==> config.mk <==
export PLATFORM = sky130hd
export DESIGN_NAME = xtalk_class_monitor
export DESIGN_NICKNAME = d
export VERILOG_FILES = /design/src/rtl/xtalk_pkg.sv /design/src/rtl/xtalk_history.sv /design/src/rtl/xtalk_wire_classifier.sv /design/src/rtl/xtalk_class_reduce.sv /design/src/rtl/xtalk_class_monitor.sv
export SDC_FILE = /design/constraint.sdc
export NUM_CORES = 1
export LEC_CHECK = 0
export ABC_CLOCK_PERIOD_IN_PS = 15900
export BUFFER_PORTS_ARGS = -buffer_cell sky130_fd_sc_hd__buf_2
export CAP_MARGIN = 25
export CORE_MARGIN = 4
export CORE_UTILIZATION = 40
export DETAILED_ROUTE_END_ITERATION = 8
export GPL_TIMING_DRIVEN = 1
export PLACE_DENSITY = 0.66
export SLEW_MARGIN = 30
export SYNTH_ARGS = -nofsm -noshare
export SYNTH_HDL_FRONTEND = slang
export SYNTH_HIERARCHICAL = 1
export SYNTH_SLANG_ARGS = --single-unit
==> constraint.sdc <==
create_clock -name clk -period 15.9 [get_ports clk]
set_input_delay 3.18 -clock clk [delete_from_list [all_inputs] [get_ports clk]]
set_output_delay 3.18 -clock clk [all_outputs]
set_load 0.05 [all_outputs]
==> src/rtl/xtalk_pkg.sv <==
// Package: shared types and helpers for the crosstalk class monitor.
// Assumes a class value fits in 3 bits (0 quiet, 1..5 delay classes).
package xtalk_pkg;

    localparam int CLASS_W = 3;
    localparam logic [CLASS_W-1:0] CLASS_QUIET = 3'd0;
    localparam logic [CLASS_W-1:0] CLASS_WORST = 3'd5;

    typedef logic [CLASS_W-1:0] xclass_t;

    // Transition direction of one wire between two words
    typedef enum logic [1:0] {
        DIR_QUIET = 2'd0,
        DIR_RISE  = 2'd1,
        DIR_FALL  = 2'd2
    } dir_t;

    // Decode the transition of one bit from the old to the new value
    function automatic dir_t wire_dir(input logic old_b, input logic new_b);
        if (old_b == new_b)
            return DIR_QUIET;
        else if (new_b)
            return DIR_RISE;
        else
            return DIR_FALL;
    endfunction

    // Miller weight one neighbour puts on a switching victim
    function automatic logic [1:0] nb_weight(input dir_t victim, input dir_t nb);
        if (nb == DIR_QUIET)
            return 2'd1;
        else if (nb == victim)
            return 2'd0;
        else
            return 2'd2;
    endfunction

endpackage

==> src/rtl/xtalk_history.sv <==
// Module: xtalk_history
// Holds the last word accepted with valid high and a flag telling whether
// any word has been accepted since reset. Assumes synchronous active-low reset.
module xtalk_history #(
    parameter int WIDTH = 8
) (
    input  logic             clk,
    input  logic             rst_n,
    input  logic [WIDTH-1:0] bus_in,
    input  logic             bus_valid,
    output logic [WIDTH-1:0] prev_word,
    output logic             primed
);

    // Capture the accepted word and mark the history as primed
    always_ff @(posedge clk) begin
        if (!rst_n) begin
            prev_word <= '0;
            primed    <= 1'b0;
        end else if (bus_valid) begin
            prev_word <= bus_in;
            primed    <= 1'b1;
        end
    end

endmodule

==> src/rtl/xtalk_wire_classifier.sv <==
// Module: xtalk_wire_classifier
// Combinational class of one victim wire from its own direction and the
// directions of its two neighbours. A missing neighbour must be fed as quiet.
module xtalk_wire_classifier
    import xtalk_pkg::*;
(
    input  dir_t    victim_dir,
    input  dir_t    left_dir,
    input  dir_t    right_dir,
    output xclass_t wire_cls
);

    logic [1:0]         w_left;
    logic [1:0]         w_right;
    logic [CLASS_W-1:0] w_sum;

    // Neighbour weights and their sum
    always_comb begin
        w_left  = nb_weight(victim_dir, left_dir);
        w_right = nb_weight(victim_dir, right_dir);
        w_sum   = {1'b0, w_left} + {1'b0, w_right};
    end

    // Quiet victim reports class 0, otherwise the sum plus one
    always_comb begin
        if (victim_dir == DIR_QUIET)
            wire_cls = CLASS_QUIET;
        else
            wire_cls = w_sum + 3'd1;
    end

endmodule

==> src/rtl/xtalk_class_reduce.sv <==
// Module: xtalk_class_reduce
// Combinational bus-wide maximum class and worst-case detect over a packed
// class vector, wire i in bits [3i+2:3i].
module xtalk_class_reduce
    import xtalk_pkg::*;
#(
    parameter int WIDTH = 8
) (
    input  logic [CLASS_W*WIDTH-1:0] cls_vec,
    output xclass_t                  cls_max,
    output logic                     any_worst
);

    logic [WIDTH-1:0] worst_bits;

    // Flag each wire that sits in the worst class
    for (genvar i = 0; i < WIDTH; i++) begin : g_worst
        assign worst_bits[i] = (cls_vec[CLASS_W*i +: CLASS_W] == CLASS_WORST);
    end

    // Linear scan for the largest class
    always_comb begin
        cls_max = CLASS_QUIET;
        for (int i = 0; i < WIDTH; i++) begin
            if (cls_vec[CLASS_W*i +: CLASS_W] > cls_max)
                cls_max = cls_vec[CLASS_W*i +: CLASS_W];
        end
    end

    assign any_worst = |worst_bits;

endmodule

==> src/rtl/xtalk_class_monitor.sv <==
// Module: xtalk_class_monitor (top)
// Classifies every wire of a bus by the Miller coupling its neighbours put
// on it between consecutive valid words. Outputs are registered on the edge
// that samples valid high and hold otherwise. Assumes WIDTH >= 3.
module xtalk_class_monitor
    import xtalk_pkg::*;
#(
    parameter int WIDTH = 8
) (
    input  logic                     clk,
    input  logic                     rst_n,
    input  logic [WIDTH-1:0]         bus_in,
    input  logic                     bus_valid,
    output logic [CLASS_W*WIDTH-1:0] wire_class,
    output logic                     worst_case,
    output logic [CLASS_W-1:0]       max_class
);

    localparam int VEC_W = CLASS_W * WIDTH;

    if (WIDTH < 3) begin : g_width_check
        $error("xtalk_class_monitor: WIDTH must be at least 3");
    end

    logic [WIDTH-1:0] prev_word;
    logic             primed;
    dir_t             dir   [WIDTH];
    logic [VEC_W-1:0] cls_next;
    xclass_t          max_next;
    logic             worst_next;

    xtalk_history #(.WIDTH(WIDTH)) i_history (
        .clk       (clk),
        .rst_n     (rst_n),
        .bus_in    (bus_in),
        .bus_valid (bus_valid),
        .prev_word (prev_word),
        .primed    (primed)
    );

    // Per-wire direction; before the first word everything reads quiet
    for (genvar i = 0; i < WIDTH; i++) begin : g_dir
        assign dir[i] = primed ? wire_dir(prev_word[i], bus_in[i]) : DIR_QUIET;
    end

    // One classifier per wire; edge wires see a quiet phantom neighbour
    for (genvar i = 0; i < WIDTH; i++) begin : g_cls
        dir_t left_nb;
        dir_t right_nb;
        if (i == 0) begin : g_lo_edge
            assign left_nb = DIR_QUIET;
        end else begin : g_lo_inner
            assign left_nb = dir[i-1];
        end
        if (i == WIDTH - 1) begin : g_hi_edge
            assign right_nb = DIR_QUIET;
        end else begin : g_hi_inner
            assign right_nb = dir[i+1];
        end
        xtalk_wire_classifier i_wire (
            .victim_dir (dir[i]),
            .left_dir   (left_nb),
            .right_dir  (right_nb),
            .wire_cls   (cls_next[CLASS_W*i +: CLASS_W])
        );
    end

    xtalk_class_reduce #(.WIDTH(WIDTH)) i_reduce (
        .cls_vec   (cls_next),
        .cls_max   (max_next),
        .any_worst (worst_next)
    );

    // Output registers, loaded only for a valid word
    always_ff @(posedge clk) begin
        if (!rst_n) begin
            wire_class <= '0;
            max_class  <= CLASS_QUIET;
            worst_case <= 1'b0;
        end else if (bus_valid) begin
            wire_class <= cls_next;
            max_class  <= max_next;
            worst_case <= worst_next;
        end
    end

endmodule

Word-level counts from Yosys, hierarchy flattened
Index checks and enable logic that the tools add are counted.
Cells by class
  add/subtract/negate cells: 16
  $lt $le $gt $ge: 8
  equality and inequality tests: 30
  mux-type cells: 68
  reduce and logical (&&, ||, !) cells: 9
Operator list (count)
  $mux W2: 52
  $mux W3: 16
  $eq A2 B2 Y1: 14
  $add A3 B1 Y3 const B: 8
  $eq A3 B3 Y1 const B: 8
  $gt A3 B3 Y1: 7
  $add A2 B2 Y3: 6
  $logic_not A2 Y1: 8
  $eq A1 B1 Y1: 8
  $reduce_or A8 Y1: 1
  $add A1 B2 Y3 const A: 1
  $add A2 B1 Y3 const B: 1
  $gt A3 B1 Y1 const B: 1
Storage, ports and cells
  bits in registers: 37
  input bits: 11
  word-level logic and storage cells: 136

Longest topological paths before layout
Gate-level depths: netlist of the first run.
  word-level depth: 25
  depth in mapped cells: 55
  depth with buffers taken out: 54

Cells and area by module
Netlist of the first run, hierarchy kept.
By module, submodules not included
  xtalk_class_monitor: times used 1, cells an instance 115, area each 1213.7 sq um
  xtalk_class_reduce: times used 1, cells an instance 124, area each 885.8 sq um
  xtalk_wire_classifier: times used 8, cells an instance 16, area each 102.6 sq um
  xtalk_history: times used 1, cells an instance 27, area each 329.1 sq um

Least setup slack after synthesis of the first run
No wires, ideal clock.
  kind: input port to flip-flop
  start: input port bus_in[1]
  end: register max_class[0]
  arrival: 12.106 ns
  data required time: 15.783 ns
  slack: 3.677 ns
  stages on the path: 47
  path buffers: 0
  cell sequence: nor2_1 > inv_1 > o21ai_0 > a22oi_1 > fa_1 > nor2_1 > ha_1 > a21oi_2 > o21ai_2 > and3_1 > or2_2 > ha_1 > nand3b_2 > a32oi_2 > mux2_2 > ha_1 > nand3b_1 > a32oi_1 > (+11 left out) > o21ai_0 > or2b_2 > nand2_1 > mux2_4 > ha_1 > a21o_1 > a21oi_1 > a31oi_1 > mux2_2 > ha_1 > a21o_1 > a21oi_1 > a31oi_1 > and2b_2 > a22oi_1 > o31ai_1 > mux2i_1 > nor2b_1
On the way
  elaborated cells between the ends (all ways): 42
  classes of those cells: 6 x add/sub; 8 x order compare; 5 x eq/ne; 22 x mux; 1 x reduce/logical
RTL lines
  start, declared: RTL line xtalk_class_monitor.sv:12  | input logic [WIDTH-1:0] bus_in,
  $mux W2 or $eq A1 B1 Y1 (tied branches): RTL line xtalk_pkg.sv:22, xtalk_pkg.sv:20
  $mux W2 (*): RTL line xtalk_pkg.sv:20  | if (old_b == new_b)
  $mux W2 (*): RTL line xtalk_class_monitor.sv:43  | assign dir[i] = primed ? wire_dir(prev_word[i], bus_in[i]) : DIR_QUIET;
  $eq A2 B2 Y1: RTL line xtalk_pkg.sv:32  | else if (nb == victim)
  $mux W2: RTL line xtalk_pkg.sv:32
  $mux W2: RTL line xtalk_pkg.sv:30  | if (nb == DIR_QUIET)
  $add A2 B2 Y3: RTL line xtalk_wire_classifier.sv:21  | w_sum = {1'b0, w_left} + {1'b0, w_right};
  $add A3 B1 Y3: RTL line xtalk_wire_classifier.sv:29  | wire_cls = w_sum + 3'd1;
  (+1 left out)
  net cls_next[5]: RTL line xtalk_class_monitor.sv:28  | logic [VEC_W-1:0] cls_next;
  (+7 left out)
  $mux W3 (*): RTL line xtalk_class_reduce.sv:25  | if (cls_vec[CLASS_W*i +: CLASS_W] > cls_max)
  $gt A3 B3 Y1: RTL line xtalk_class_reduce.sv:25
  $mux W3 (*): RTL line xtalk_class_reduce.sv:25
  $gt A3 B3 Y1: RTL line xtalk_class_reduce.sv:25
  $mux W3 (*): RTL line xtalk_class_reduce.sv:25
  $gt A3 B3 Y1: RTL line xtalk_class_reduce.sv:25
  $mux W3 (*): RTL line xtalk_class_reduce.sv:25
  net max_next[0]: RTL line xtalk_class_monitor.sv:29  | xclass_t max_next;
  end signal, assigned: RTL line xtalk_class_monitor.sv:82  | max_class <= max_next;
  end, declared: RTL line xtalk_class_monitor.sv:16  | output logic [CLASS_W-1:0] max_class
The timed path passes the listed nets; every way through them passes the cells marked *.
A chain may end at the register's enable or synchronous reset.

Final worst setup path of the first run
  start: input port bus_in[1]
  end: register max_class[1]
On the way
  elaborated cells between the ends (all ways): 42
  classes of those cells: 6 x add/sub; 8 x order compare; 5 x eq/ne; 22 x mux; 1 x reduce/logical
RTL lines
  $mux W2 or $eq A1 B1 Y1 (tied branches): RTL line xtalk_pkg.sv:22, xtalk_pkg.sv:20
  $mux W2 (*): RTL line xtalk_pkg.sv:20
  $mux W2 (*): RTL line xtalk_class_monitor.sv:43
  net g_cls[0].right_nb[1]: RTL line xtalk_class_monitor.sv:49  | dir_t right_nb;
  $eq A2 B2 Y1: RTL line xtalk_pkg.sv:32
  $mux W2: RTL line xtalk_pkg.sv:32
  $mux W2: RTL line xtalk_pkg.sv:30
  $add A2 B2 Y3: RTL line xtalk_wire_classifier.sv:21
  (+2 left out)
  net cls_next[5]: RTL line xtalk_class_monitor.sv:28
  (+7 left out)
  $mux W3 (*): RTL line xtalk_class_reduce.sv:25
  $gt A3 B3 Y1: RTL line xtalk_class_reduce.sv:25
  $mux W3 (*): RTL line xtalk_class_reduce.sv:25
  $gt A3 B3 Y1: RTL line xtalk_class_reduce.sv:25
  $mux W3 (*): RTL line xtalk_class_reduce.sv:25
  $gt A3 B3 Y1: RTL line xtalk_class_reduce.sv:25
  $mux W3 (*): RTL line xtalk_class_reduce.sv:25
  net max_next[1]: RTL line xtalk_class_monitor.sv:29
Marked as above.

==> results_tabular.tex, run 1 <==
\begin{tabular}{lr}
\hline
Metric & Value \\
\hline
\multicolumn{2}{l}{\textbf{Critical path}} \\
\quad Worst endpoint required time & 16080 ps \\
\quad Arrival @ worst endpoint & 13370 ps \\
\quad Critical path capture point type & register \\
\quad Largest fanout on the critical path & 10 \\
\quad Most common cell on crit path & sky130\_fd\_sc\_hd\_\_ha\_1 \\
\quad Cell family with most CP delay & compound AO/OA/AOI/OAI gates \\
\quad Worst r2r src & i\_history/primed\$\_SDFFE\_PN0P\_ \\
\quad Combined buffer and inverter count along the critical path & 2 \\
\quad Cell at the slowest stage of the critical path & sky130\_fd\_sc\_hd\_\_fa\_1 \\
\quad Crit path from & bus\_in[1] \\
\quad Startpoint Class & input port \\
\quad Crit-path max cell delay & 450 ps \\
\quad Critical path class & in2reg \\
\multicolumn{2}{l}{\textbf{Floorplanning}} \\
\quad Overall die height & 98.1 um \\
\quad Effective utilization at floorplan & 0.416 \\
\quad Die Wd & 98.1 um \\
\quad Number of standard-cell rows in the floorplan & 32 \\
\quad Std-Cell Core Area & 0.00781 mm2 \\
\quad Top-level port count & 39 \\
\quad Area of the die & 0.00963 mm2 \\
\multicolumn{2}{l}{\textbf{Yosys}} \\
\quad Post-synthesis share of cell area spent on xor and xnor gates & 0 \\
\quad Number of cells produced by synthesis & 394 \\
\quad Synth Cell Area & 0.00325 mm2 \\
\quad Top\_reg\_cell synth & sky130\_fd\_sc\_hd\_\_dfxtp\_1 \\
\quad Adder and majority gate portion of the synthesized area & 0.161 \\
\quad Average cell area after synthesis & 8.25 um2 \\
\quad Area fraction of the dominant cell type after synthesis & 0.228 \\
\quad Area leader, netlist & sky130\_fd\_sc\_hd\_\_dfxtp\_1 \\
\quad Proportion of synthesized flip-flops having asynchronous set or reset & 0 \\
\quad Post-synth EDFFs & 0 \\
\quad Multiplexer share of the synthesized area & 0.126 \\
\quad YS warnings & 6 \\
\quad Simple-Gate Fraction of Synth Area & 0.234 \\
\quad Distinct cell type count of the synthesized netlist & 47 \\
\quad Compound-gate portion of the synthesized area & 0.189 \\
\quad Dominant cells by area after synthesis & sky130\_fd\_sc\_hd\_\_dfxtp\_1 (23\%), sky130\_fd\_sc\_hd\_\_mux2i\_1 (11\%), sky130\_fd\_sc\_hd\_\_ha\_1 (11\%) \\
\quad Synthesized flop and latch total & 37 \\
\quad Register area share after synthesis & 0.228 \\
\quad Dominant combinational cell family by area after synthesis & simple AND/OR/NAND/NOR gates \\
\multicolumn{2}{l}{\textbf{CTS}} \\
\quad Clock input transition at the sequential cells of the worst setup and hold paths & 70 ps \\
\quad Number of buffers created by CTS & 5 \\
\quad Cts hold-fix bufs & 0 \\
\quad Clk root buf & sky130\_fd\_sc\_hd\_\_clkbuf\_8 \\
\quad Clk\_lat worst skew & 290 ps \\
\quad CTS H-Tree Depth & 2 \\
\quad Number of gates resized after CTS & 0 \\
\quad Buffers inserted by post-CTS timing repair & 0 \\
\quad CTS Sinks & 37 \\
\quad Clock tree from TritonCTS & yes \\
\quad CTS Buffer Depth & 2 \\
\multicolumn{2}{l}{\textbf{Route}} \\
\quad Iter 0 DRT Violations & 122 \\
\quad Remaining number of nets flagged by the antenna check after routing & 0 \\
\quad First-pass iteration count of the detailed router & 4 \\
\quad Routed wire length & 7170 um \\
\quad Residual DRC count & 0 \\
\quad DR WL/cell & 13.2 um \\
\quad DR vias/cell & 5.23 \\
\quad Via count of the routed design & 2852 \\
\multicolumn{2}{l}{\textbf{Layout}} \\
\quad Top library cells by usage in the layout, fill and taps aside & sky130\_fd\_sc\_hd\_\_nor2\_1 (46), sky130\_fd\_sc\_hd\_\_mux2i\_1 (37), sky130\_fd\_sc\_hd\_\_nor2b\_1 (37), sky130\_fd\_sc\_hd\_\_dfxtp\_1 (37), sky130\_fd\_sc\_hd\_\_buf\_2 (37) \\
\quad NumNets Final & 490 \\
\quad Most frequent standard cell in the layout excluding fill and tap cells & sky130\_fd\_sc\_hd\_\_nor2\_1 \\
\quad Final std cell area, no fill & 0.00365 mm2 \\
\quad Share of final-layout standard cells stronger than drive strength 1 & 0.169 \\
\quad Syn-to-layout area delta & 12.3\% \\
\quad FILL cells & 796 \\
\quad Core Util, Final & 0.467 \\
\quad Diodes inserted & 0 \\
\multicolumn{2}{l}{\textbf{Pwr}} \\
\quad Static Leakage & 0.00170 uW \\
\quad Max rail drop VDD & 0.230 mV \\
\quad Power per standard cell area & 130 mW/mm2 \\
\multicolumn{2}{l}{\textbf{GRT}} \\
\quad Initial antenna violation count & 0 \\
\quad Via count of the first global-routing pass & 2968 \\
\quad Total routing usage reported by global routing & 0.158 \\
\quad Wire length of the first global-routing pass & 13000 um \\
\quad Pin count of the biggest net entering global routing & 38 \\
\quad Total overflow reported by the global router & 0 \\
\multicolumn{2}{l}{\textbf{Place}} \\
\quad Total of buffers placed on input and output ports & 38 \\
\quad Half-perimeter wire length after placement & 5540 um \\
\quad Final weighted congestion of routability-driven global placement & 0.812 \\
\quad Post-detailed-placement cell area & 0.00353 mm2 \\
\multicolumn{2}{l}{\textbf{STA}} \\
\quad Transition time of the tightest slew-check pin & 635 ps \\
\quad Highest clock rate & 75.8 MHz \\
\quad Setup total negative slack & 0 ps \\
\quad Setup clock skew after layout & 8.13 ps \\
\quad Hold Violations, Final & 0 \\
\quad Fin. max-slew vios & 0 \\
\quad Final Cycle Share & 0.830 \\
\quad RSZ-0062 raised after global routing & false \\
\quad Relative max-transition margin & 0.576 \\
\quad Time the worst path needs with I/O delays and setup & 13190 ps \\
\quad Final setup violation count & 0 \\
\multicolumn{2}{l}{\textbf{Min path}} \\
\quad Hold path startpoint & wire\_class[23]\$\_SDFFE\_PN0P\_ \\
\quad Class of the tightest hold or removal check & reg2reg \\
\multicolumn{2}{l}{\textbf{Status}} \\
\quad Run status & finished, final reports clean \\
\multicolumn{2}{l}{\textbf{Job}} \\
\quad Max-cap check violation count & 0 \\
\hline
\end{tabular}
worst paths after layout:
check	to	slack [ps]	depth (start not counted)
setup / recovery	max_class[1]$_SDFFE_PN0P_	2710	48
hold / removal	wire_class[23]$_SDFFE_PN0P_	520	2
setup reg to reg	max_class[1]$_SDFFE_PN0P_	5010	48
hold reg to reg	wire_class[23]$_SDFFE_PN0P_	520	2
synthesized netlist by cell type, types with 8 or more instances:
cell type	number
sky130_fd_sc_hd__inv_1	32
sky130_fd_sc_hd__nand2_1	24
sky130_fd_sc_hd__mux2i_1	37
sky130_fd_sc_hd__nor2b_1	37
sky130_fd_sc_hd__and3b_1	8
sky130_fd_sc_hd__ha_1	29
sky130_fd_sc_hd__o21ai_0	9
sky130_fd_sc_hd__dfxtp_1	37
sky130_fd_sc_hd__nor2_1	46
sky130_fd_sc_hd__a21oi_1	14
sky130_fd_sc_hd__a22oi_1	18
sky130_fd_sc_hd__fa_1	8
sky130_fd_sc_hd__o21ai_1	25
sky130_fd_sc_hd__or2_2	17
where the power goes:
group | switching (uW) | internal, uW
registers | 2.81 | 97.2
logic | 164 | 125
clock network | 34.5 | 51.2
metrics by stage:
stage / instances / power, uW / setup WS (ps) / hold WS [ps]
after floorplan: 405 / 339 / 3680 / 498
after global placement: 537 / 373 / 2960 / 489
after detailed placement: 537 / 389 / 2480 / 502
after CTS: 545 / 477 / 2810 / 522
after global routing: 545 / 528 / 1860 / 544
final: 545 / 475 / 2710 / 515
flip-flops by register name, summed over array words and instances (netlist names):
name / flops
wire_class: 24
worst_case: 1
i_history/prev_word: 8
max_class: 3
i_history/primed: 1
cells by family after synthesis:
group,Yosys count
AO/OA/AOI/OAI,94
adder cells (fa/ha/maj),37
buffers and inverters,40
flip-flops,37
multiplexers,40
other,1
AND/OR/NAND/NOR,145
metal layers:
metal	vias up	routed length, um	global-route usage
met2	42	3660	0.287
met4	0	19	0.0357
li1	1459	-	-
met5	-	0	0
met3	2	302	0.0264
met1	1349	3180	0.194
area by class of cell:
type                            count  area, um2  share of cell area
Multi-Input combinational cell    328       2350               0.644
Sequential cell                    37        741               0.203
Timing Repair Buffer               38        193              0.0528
Tap cell                          102        128              0.0350
Inverter                           32        120              0.0329
Clock buffer                        7       86.3              0.0237
Clock inverter                      1       30.0             0.00823
worst reg2reg max path, delay by kind of cell (launching register included):
family	cells	cell delay (ps)
fa+ha+maj	8	2380
mux	4	1280
flops	1	610
simple gates	16	3020
compound gates	19	3370
buf+inv	1	120
Power figures use the tool's default switching activity.
==> run 2: changes to the inputs <==
--- a/config.mk
+++ b/config.mk
@@ -5,14 +5,15 @@
 export SDC_FILE = /design/constraint.sdc
 export NUM_CORES = 1
 export LEC_CHECK = 0
-export ABC_CLOCK_PERIOD_IN_PS = 15900
+export ABC_AREA = 1
+export ABC_CLOCK_PERIOD_IN_PS = 11710
 export BUFFER_PORTS_ARGS = -buffer_cell sky130_fd_sc_hd__buf_2
 export CAP_MARGIN = 25
 export CORE_MARGIN = 4
 export CORE_UTILIZATION = 40
 export DETAILED_ROUTE_END_ITERATION = 8
 export GPL_TIMING_DRIVEN = 1
-export PLACE_DENSITY = 0.66
+export PLACE_DENSITY = 0.68
 export SLEW_MARGIN = 30
 export SYNTH_ARGS = -nofsm -noshare
 export SYNTH_HDL_FRONTEND = slang
==> constraint.sdc (replaced) <==
create_clock -name clk -period 11.71 [get_ports clk]
set_input_delay 2.342 -clock clk [delete_from_list [all_inputs] [get_ports clk]]
set_output_delay 2.342 -clock clk [all_outputs]
set_load 0.05 [all_outputs]
==> run 2 against run 1 <==
Compared with the run above: combinational power increased by 130%; synthesized cell count increased by 54%; first-iteration DRC count is 20% lower; critical path depth increased by 16; global-route usage fell by 1.2 points; worst hold slack worse by 46 ps; setup slack got worse by 1600 ps; highest routed layer unchanged.
==> results_tabular.tex, run 2 <==
\begin{tabular}{lr}
\hline
Metric & Value \\
\hline
\multicolumn{2}{l}{\textbf{Yosys}} \\
\quad Post-synth EDFFs & 0 (unchanged) \\
\quad Distinct cell type count of the synthesized netlist & 35 (-26\%) \\
\quad YS warnings & 6 (unchanged) \\
\quad Area leader, netlist & sky130\_fd\_sc\_hd\_\_nand2\_1 \\
\quad Dominant cells by area after synthesis & sky130\_fd\_sc\_hd\_\_nand2\_1 (20\%), sky130\_fd\_sc\_hd\_\_dfxtp\_1 (20\%), sky130\_fd\_sc\_hd\_\_nor2\_1 (13\%) \\
\quad Number of cells produced by synthesis & 608 (+54\%) \\
\quad Top\_reg\_cell synth & sky130\_fd\_sc\_hd\_\_dfxtp\_1 \\
\quad Synthesized flop and latch total & 37 (unchanged) \\
\quad Leading cell types by count after synthesis & sky130\_fd\_sc\_hd\_\_nand2\_1 (199), sky130\_fd\_sc\_hd\_\_nor2\_1 (127), sky130\_fd\_sc\_hd\_\_inv\_1 (77) \\
\quad Synth Cell Area & 0.00371 mm2 (+14\%) \\
\quad Count leader, synth & sky130\_fd\_sc\_hd\_\_nand2\_1 \\
\quad Area fraction of the dominant cell type after synthesis & 0.201 (-0.0269) \\
\quad Register area share after synthesis & 0.199 (-0.0286) \\
\quad Proportion of synthesized flip-flops having asynchronous set or reset & 0 (unchanged) \\
\quad Average cell area after synthesis & 6.11 um2 (-26\%) \\
\multicolumn{2}{l}{\textbf{Pwr}} \\
\quad Sequential group share of total power & 0.160 (-0.050) \\
\quad Max rail drop VDD & 0.156 mV (-32\%) \\
\quad NetSw & 475 uW (+140\%) \\
\quad Static Leakage & 0.00218 uW (+29\%) \\
\quad Clk pwr share & 0.101 (-0.079) \\
\quad Logic pwr share & 0.740 (+0.131) \\
\quad Internal power & 422 uW (+54\%) \\
\quad Switching share of total power & 0.530 (+0.105) \\
\quad Power per standard cell area & 223 mW/mm2 (+71\%) \\
\multicolumn{2}{l}{\textbf{Min path}} \\
\quad Hold Path Sink & wire\_class[15]\$\_SDFFE\_PN0P\_ \\
\quad Min-Delay Path Depth & 2 (unchanged) \\
\quad Hold path startpoint & wire\_class[15]\$\_SDFFE\_PN0P\_ \\
\quad Class of the tightest hold or removal check & reg2reg \\
\multicolumn{2}{l}{\textbf{Critical path}} \\
\quad Critical path capture point type & register \\
\quad Arrival @ worst endpoint & 10760 ps (-2610 ps) \\
\quad Cell at the slowest stage of the critical path & sky130\_fd\_sc\_hd\_\_o21ai\_0 \\
\quad Worst r2r src & i\_history/primed\$\_SDFFE\_PN0P\_ \\
\quad Worst reg2reg endpoint & max\_class[0]\$\_SDFFE\_PN0P\_ \\
\quad Startpoint Class & input port \\
\quad Most common cell on crit path & sky130\_fd\_sc\_hd\_\_nand2\_1 \\
\quad Crit-path max cell delay & 400 ps (-50 ps) \\
\quad Reg2Reg Setup Slack & 2520 ps (-2490 ps) \\
\quad Largest fanout on the critical path & 10 (unchanged) \\
\quad Cell family with most CP delay & simple AND/OR/NAND/NOR gates \\
\quad Path depth of the worst reg2reg path & 60 (+25\%) \\
\quad Combined buffer and inverter count along the critical path & 10 (+8) \\
\quad Worst endpoint required time & 11890 ps (-4190 ps) \\
\quad Critical path class & in2reg \\
\multicolumn{2}{l}{\textbf{GRT}} \\
\quad Via count of the first global-routing pass & 3375 (+14\%) \\
\quad Pin count of the biggest net entering global routing & 74 (+95\%) \\
\quad Total overflow reported by the global router & 0 (unchanged) \\
\quad Wire length of the first global-routing pass & 13800 um (+6.1\%) \\
\quad Total routing usage reported by global routing & 0.146 (-0.0116) \\
\quad Initial antenna violation count & 0 (unchanged) \\
\multicolumn{2}{l}{\textbf{Floorplanning}} \\
\quad Die Wd & 104 um (+6.4\%) \\
\quad Std-Cell Core Area & 0.00889 mm2 (+14\%) \\
\quad Effective utilization at floorplan & 0.418 (+0.00163) \\
\quad Number of standard-cell rows in the floorplan & 34 (+6.3\%) \\
\quad Overall die height & 104 um (+6.4\%) \\
\quad Top-level port count & 39 (unchanged) \\
\quad Area of the die & 0.0109 mm2 (+13\%) \\
\multicolumn{2}{l}{\textbf{Route}} \\
\quad DR WL/cell & 9.93 um (-25\%) \\
\quad Via count of the routed design & 3477 (+22\%) \\
\quad DR vias/cell & 4.59 (-12\%) \\
\quad Residual DRC count & 0 (unchanged) \\
\quad Remaining number of nets flagged by the antenna check after routing & 0 (unchanged) \\
\quad First-pass iteration count of the detailed router & 4 (unchanged) \\
\quad Iter 0 DRT Violations & 98 (-20\%) \\
\quad Routed wire length & 7520 um (+4.8\%) \\
\multicolumn{2}{l}{\textbf{Place}} \\
\quad Total of buffers placed on input and output ports & 38 (unchanged) \\
\quad Post-detailed-placement cell area & 0.00394 mm2 (+12\%) \\
\quad Final weighted congestion of routability-driven global placement & 0.807 (-0.63\%) \\
\quad Half-perimeter wire length after placement & 5900 um (+6.5\%) \\
\multicolumn{2}{l}{\textbf{Layout}} \\
\quad Top library cells by usage in the layout, fill and taps aside & sky130\_fd\_sc\_hd\_\_nand2\_1 (199), sky130\_fd\_sc\_hd\_\_nor2\_1 (126), sky130\_fd\_sc\_hd\_\_inv\_1 (77) \\
\quad NumNets Final & 696 (+42\%) \\
\quad Most frequent standard cell in the layout excluding fill and tap cells & sky130\_fd\_sc\_hd\_\_nand2\_1 \\
\quad Flip-flop count of the largest register after layout & 24 (unchanged) \\
\quad Largest reg by FF count & wire\_class \\
\quad Final std cell area, no fill & 0.00403 mm2 (+10\%) \\
\quad Top flop regs & wire\_class x24, i\_history/prev\_word x8, max\_class x3 \\
\quad Core Util, Final & 0.453 (-0.0145) \\
\quad Share of final-layout standard cells stronger than drive strength 1 & 0.148 (-0.0214) \\
\quad FILL cells & 941 (+18\%) \\
\quad Syn-to-layout area delta & 8.39\% \\
\quad Diodes inserted & 0 (unchanged) \\
\multicolumn{2}{l}{\textbf{CTS}} \\
\quad Clk root buf & sky130\_fd\_sc\_hd\_\_clkbuf\_8 \\
\quad CTS H-Tree Depth & 2 (unchanged) \\
\quad Clock input transition at the sequential cells of the worst setup and hold paths & 70 ps (about the same) \\
\quad Buffers inserted by post-CTS timing repair & 0 (unchanged) \\
\quad Cts hold-fix bufs & 0 (unchanged) \\
\quad Number of buffers created by CTS & 5 (unchanged) \\
\quad CTS Buffer Depth & 2 (unchanged) \\
\quad Clock tree from TritonCTS & yes \\
\quad Clk\_lat worst skew & 300 ps (about the same) \\
\quad CTS Sinks & 37 (unchanged) \\
\multicolumn{2}{l}{\textbf{STA}} \\
\quad Setup clock skew after layout & 12.1 ps (+4.01 ps) \\
\quad Relative max-transition margin & 0.546 (-0.0299) \\
\quad Hold Worst Slack & 469 ps (-46.4 ps) \\
\quad Hold Violations, Final & 0 (unchanged) \\
\quad Highest clock rate & 94.5 MHz \\
\quad Transition time of the tightest slew-check pin & 680 ps (+44.9 ps) \\
\quad Final setup violation count & 0 (unchanged) \\
\quad Time the worst path needs with I/O delays and setup & 10580 ps \\
\quad RSZ-0062 raised after global routing & false \\
\quad Setup total negative slack & 0 ps (unchanged) \\
\quad Final Cycle Share & 0.903 \\
\quad Fin. max-slew vios & 0 (unchanged) \\
\multicolumn{2}{l}{\textbf{Job}} \\
\quad Max-cap check violation count & 0 (unchanged) \\
\multicolumn{2}{l}{\textbf{Status}} \\
\quad Run status & finished, final reports clean \\
\hline
\end{tabular}
run 2: cell families (layout without fill, tap and decap cells):
group           after synthesis  in the layout  share of synthesized area
simple gates                401            401                      0.466
compound gates               15             15                     0.0300
buf+inv                     101            133                      0.125
fa+ha+maj                    37             37                      0.141
flops                        37             37                      0.199
other cells                   1             10                    0.00101
xor+xnor                     16             16                     0.0377
run 2: how the worst max path moves through the flow:
stage              start                   endpoint  slack (ps)  cells after the start
2_1_floorplan  bus_in[1]  max_class[0]$_SDFFE_PN0P_        1780                     63
4_1_cts        bus_in[1]  max_class[0]$_SDFFE_PN0P_         970                     64
3_5_place_dp   bus_in[1]  max_class[0]$_SDFFE_PN0P_         690                     64
6_report       bus_in[1]  max_class[0]$_SDFFE_PN0P_        1130                     64
3_3_place_gp   bus_in[1]  max_class[2]$_SDFFE_PN0P_        1100                     63
5_1_grt        bus_in[1]  max_class[2]$_SDFFE_PN0P_         110                     58
run 2: layout make-up:
class / count / area, um2 / area share
multi-input cells: 479 / 2550 / 0.633
flip-flops and latches: 37 / 741 / 0.184
inverters: 86 / 323 / 0.0802
repair buffers: 39 / 198 / 0.0491
well taps: 108 / 135 / 0.0336
clock buffers: 6 / 72.6 / 0.0180
clock inverters: 2 / 10.0 / 0.00249
run 2: power groups by stage:
| stage | registers, uW | logic, uW | clock network (uW) |
|---|---|---|---|
| 2_1_floorplan | 175 | 520 | 0 |
| 3_3_place_gp | 146 | 622 | 0 |
| 3_5_place_dp | 146 | 657 | 0 |
| 4_1_cts | 143 | 660 | 95.5 |
| 5_1_grt | 145 | 771 | 102 |
| 6_report | 143 | 663 | 90.1 |
run 2: routing by layer:
metal / up-vias / GRT usage / share of wire
met3: 18 / 0.0261 / 0.030
met5: - / 0 / 0
met1: 1529 / 0.166 / 0.45
met2: 47 / 0.273 / 0.50
met4: 0 / 0.0475 / 0.023
li1: 1883 / - / -
run 2: tightest hold or removal path, cell delays in order (launching register included):
cell and delay [ps]:
sky130_fd_sc_hd__dfxtp_1 310, sky130_fd_sc_hd__nor2_1 80, sky130_fd_sc_hd__nor2_1 50
run 2: through the flow:
step,power [uW],worst slack (ps),instances
finish,896,1130,757
global route,1020,107,757
CTS,899,972,757
detailed placement,803,688,749
global placement,767,1100,749
floorplan,694,1780,617
run 2: what timing repair did:
item                                   4_1_cts  5_1_grt
endpoints found under the hold margin        0        0
setup endpoints to repair                    0        3
resized for setup                            0        1
==> run 3: changes to the inputs <==
--- a/config.mk
+++ b/config.mk
@@ -9,11 +9,13 @@
 export ABC_CLOCK_PERIOD_IN_PS = 11710
 export BUFFER_PORTS_ARGS = -buffer_cell sky130_fd_sc_hd__buf_2
 export CAP_MARGIN = 25
+export CELL_PAD_IN_SITES_DETAIL_PLACEMENT = 1
+export CELL_PAD_IN_SITES_GLOBAL_PLACEMENT = 2
 export CORE_MARGIN = 4
-export CORE_UTILIZATION = 40
+export CORE_UTILIZATION = 29
 export DETAILED_ROUTE_END_ITERATION = 8
 export GPL_TIMING_DRIVEN = 1
-export PLACE_DENSITY = 0.68
+export PLACE_DENSITY = 0.85
 export SLEW_MARGIN = 30
 export SYNTH_ARGS = -nofsm -noshare
 export SYNTH_HDL_FRONTEND = slang
==> run 3 against run 2 <==
Compared with the run above: maximum frequency is 1.4% lower; utilization is 12 points lower; sequential share of layout area is 0.66 points lower; global-route usage decreased by 0.86 points; combinational power up 3.9%; clock power is 49% higher; register-to-register slack got worse by 180 ps; clock skew shrank 4.9 ps; wire length up 23%; non-clock buffer count stayed put; setup slack got worse by 150 ps.
==> results_tabular.tex, run 3 (same netlist as run 2, synthesis figures left out) <==
\begin{tabular}{lr}
\hline
Metric & Value \\
\hline
\multicolumn{2}{l}{\textbf{Route}} \\
\quad Routed wire length & 9260 um (+23\%) \\
\quad First-pass iteration count of the detailed router & 6 (+2) \\
\quad Residual DRC count & 0 (unchanged) \\
\quad Iter 0 DRT Violations & 76 (-22\%) \\
\quad Remaining number of nets flagged by the antenna check after routing & 0 (unchanged) \\
\quad Via count of the routed design & 3572 (+2.7\%) \\
\quad DR WL/cell & 11.3 um (+14\%) \\
\quad DR vias/cell & 4.35 (-5.3\%) \\
\multicolumn{2}{l}{\textbf{Layout}} \\
\quad Core Util, Final & 0.332 (-0.121) \\
\quad Diodes inserted & 0 (unchanged) \\
\quad Final std cell area, no fill & 0.00418 mm2 (+3.7\%) \\
\quad Syn-to-layout area delta & 12.4\% \\
\quad Top flop regs & wire\_class x24, i\_history/prev\_word x8, max\_class x3 \\
\quad Top library cells by usage in the layout, fill and taps aside & sky130\_fd\_sc\_hd\_\_nand2\_1 (199), sky130\_fd\_sc\_hd\_\_nor2\_1 (123), sky130\_fd\_sc\_hd\_\_inv\_1 (77) \\
\quad Flip-flop count of the largest register after layout & 24 (unchanged) \\
\quad Most frequent standard cell in the layout excluding fill and tap cells & sky130\_fd\_sc\_hd\_\_nand2\_1 \\
\quad Largest reg by FF count & wire\_class \\
\quad Share of final-layout standard cells stronger than drive strength 1 & 0.153 (+0.00462) \\
\quad NumNets Final & 696 (unchanged) \\
\multicolumn{2}{l}{\textbf{Pwr}} \\
\quad Power per standard cell area & 232 mW/mm2 (+4.1\%) \\
\quad Max rail drop VDD & 0.101 mV (-36\%) \\
\quad Static Leakage & 0.00221 uW (+1.2\%) \\
\multicolumn{2}{l}{\textbf{Critical path}} \\
\quad Cell at the slowest stage of the critical path & sky130\_fd\_sc\_hd\_\_fa\_1 \\
\quad Worst endpoint required time & 11930 ps (+40 ps) \\
\quad Arrival @ worst endpoint & 10950 ps (+190 ps) \\
\quad Startpoint Class & input port \\
\quad Critical path class & in2reg \\
\quad Crit-path max cell delay & 390 ps (about the same) \\
\quad Critical path capture point type & register \\
\quad Largest fanout on the critical path & 10 (unchanged) \\
\quad Most common cell on crit path & sky130\_fd\_sc\_hd\_\_nand2\_1 \\
\multicolumn{2}{l}{\textbf{STA}} \\
\quad Hold Violations, Final & 0 (unchanged) \\
\quad Final setup violation count & 0 (unchanged) \\
\quad Relative max-transition margin & 0.521 (-0.0251) \\
\quad Transition time of the tightest slew-check pin & 718 ps (+37.6 ps) \\
\quad Setup clock skew after layout & 7.26 ps (-4.87 ps) \\
\quad Final Cycle Share & 0.916 (+0.0132) \\
\quad Highest clock rate & 93.2 MHz (-1.4\%) \\
\quad Fin. max-slew vios & 0 (unchanged) \\
\quad Time the worst path needs with I/O delays and setup & 10730 ps (+154 ps) \\
\multicolumn{2}{l}{\textbf{Place}} \\
\quad Post-detailed-placement cell area & 0.00402 mm2 (+2.0\%) \\
\quad Final weighted congestion of routability-driven global placement & 0.770 (-4.5\%) \\
\quad Total of buffers placed on input and output ports & 38 (unchanged) \\
\quad Half-perimeter wire length after placement & 7360 um (+25\%) \\
\multicolumn{2}{l}{\textbf{CTS}} \\
\quad Clk\_lat worst skew & 290 ps (about the same) \\
\quad CTS H-Tree Depth & 2 (unchanged) \\
\quad CTS Buffer Depth & 2 (unchanged) \\
\quad Number of buffers created by CTS & 5 (unchanged) \\
\quad Clk root buf & sky130\_fd\_sc\_hd\_\_clkbuf\_16 \\
\quad CTS Sinks & 37 (unchanged) \\
\quad Clock tree from TritonCTS & yes \\
\quad Clock input transition at the sequential cells of the worst setup and hold paths & 50 ps (-20 ps) \\
\multicolumn{2}{l}{\textbf{Floorplanning}} \\
\quad Top-level port count & 39 (unchanged) \\
\quad Area of the die & 0.0147 mm2 (+35\%) \\
\quad Die Wd & 121 um (+16\%) \\
\quad Overall die height & 121 um (+16\%) \\
\quad Number of standard-cell rows in the floorplan & 41 (+21\%) \\
\quad Std-Cell Core Area & 0.0126 mm2 (+41\%) \\
\quad Effective utilization at floorplan & 0.296 (-0.122) \\
\multicolumn{2}{l}{\textbf{GRT}} \\
\quad Via count of the first global-routing pass & 3989 (+18\%) \\
\quad Total overflow reported by the global router & 0 (unchanged) \\
\quad Wire length of the first global-routing pass & 16800 um (+22\%) \\
\quad Total routing usage reported by global routing & 0.137 (-0.00855) \\
\quad Initial antenna violation count & 0 (unchanged) \\
\quad Pin count of the biggest net entering global routing & 74 (unchanged) \\
\multicolumn{2}{l}{\textbf{Min path}} \\
\quad Class of the tightest hold or removal check & reg2reg \\
\multicolumn{2}{l}{\textbf{Status}} \\
\quad Run status & finished, final reports clean \\
\multicolumn{2}{l}{\textbf{Job}} \\
\quad Max-cap check violation count & 0 (unchanged) \\
\hline
\end{tabular}
-- run 3: critical path, delay by kind of cell --
kind                     cells  cell delay [ps]
AND/OR/NAND/NOR             41             4170
adder cells (fa/ha/maj)      8             2450
AO/OA/AOI/OAI                7             1250
buffers and inverters        9              760
-- run 3: area by class of cell --
type                    count  area (um2)
clock inverters             2        10.0
well taps                 172         215
inverters                  86         323
repair buffers             39         198
fillers                  1701        8390
multi-input cells         479        2560
flip-flops and latches     37         741
clock buffers               6         129
-- run 3: layer usage --
layer,GRT usage,part of all wire,vias up
li1,-,-,1882
met2,0.279,0.54,33
met5,0,0,-
met4,0.0385,0.017,0
met3,0.0228,0.021,15
met1,0.143,0.42,1642
-- run 3: metrics by stage --
stage               TNS, ps  total power [uW]  setup slack [ps]  hold WS (ps)  cells
floorplan                 0               694              1780           422    617
global placement          0               777              1010           453    813
detailed placement        0               832               314           466    813
CTS                       0               978               539           475    821
global route          -4.49              1090             -4.49           493    821
finish                    0               967               978           468    821
-- run 3: final timing paths --
kind | startpoint | end | slack (ps) | cells after the start
hold reg to reg | wire_class[21]$_SDFFE_PN0P_ | wire_class[21]$_SDFFE_PN0P_ | 470 | 2
setup / recovery | bus_in[1] | max_class[2]$_SDFFE_PN0P_ | 980 | 65
hold / removal | wire_class[21]$_SDFFE_PN0P_ | wire_class[21]$_SDFFE_PN0P_ | 470 | 2
setup reg to reg | i_history/primed$_SDFFE_PN0P_ | max_class[2]$_SDFFE_PN0P_ | 2340 | 64
-- run 3: timing repair --
item | CTS | global route
gates resized for setup | 0 | 6
buffers inserted | 0 | 0
hold buffers | 0 | 0
endpoints found under the hold margin | 0 | 0
endpoints found under the setup margin | 0 | 3
-- run 3: power by group --
group	total, uW	internal [uW]	switching, uW
Clock	134	78.3	55.9
Combinational	689	250	439
Sequential	144	137	6.54
Total	967	465	502
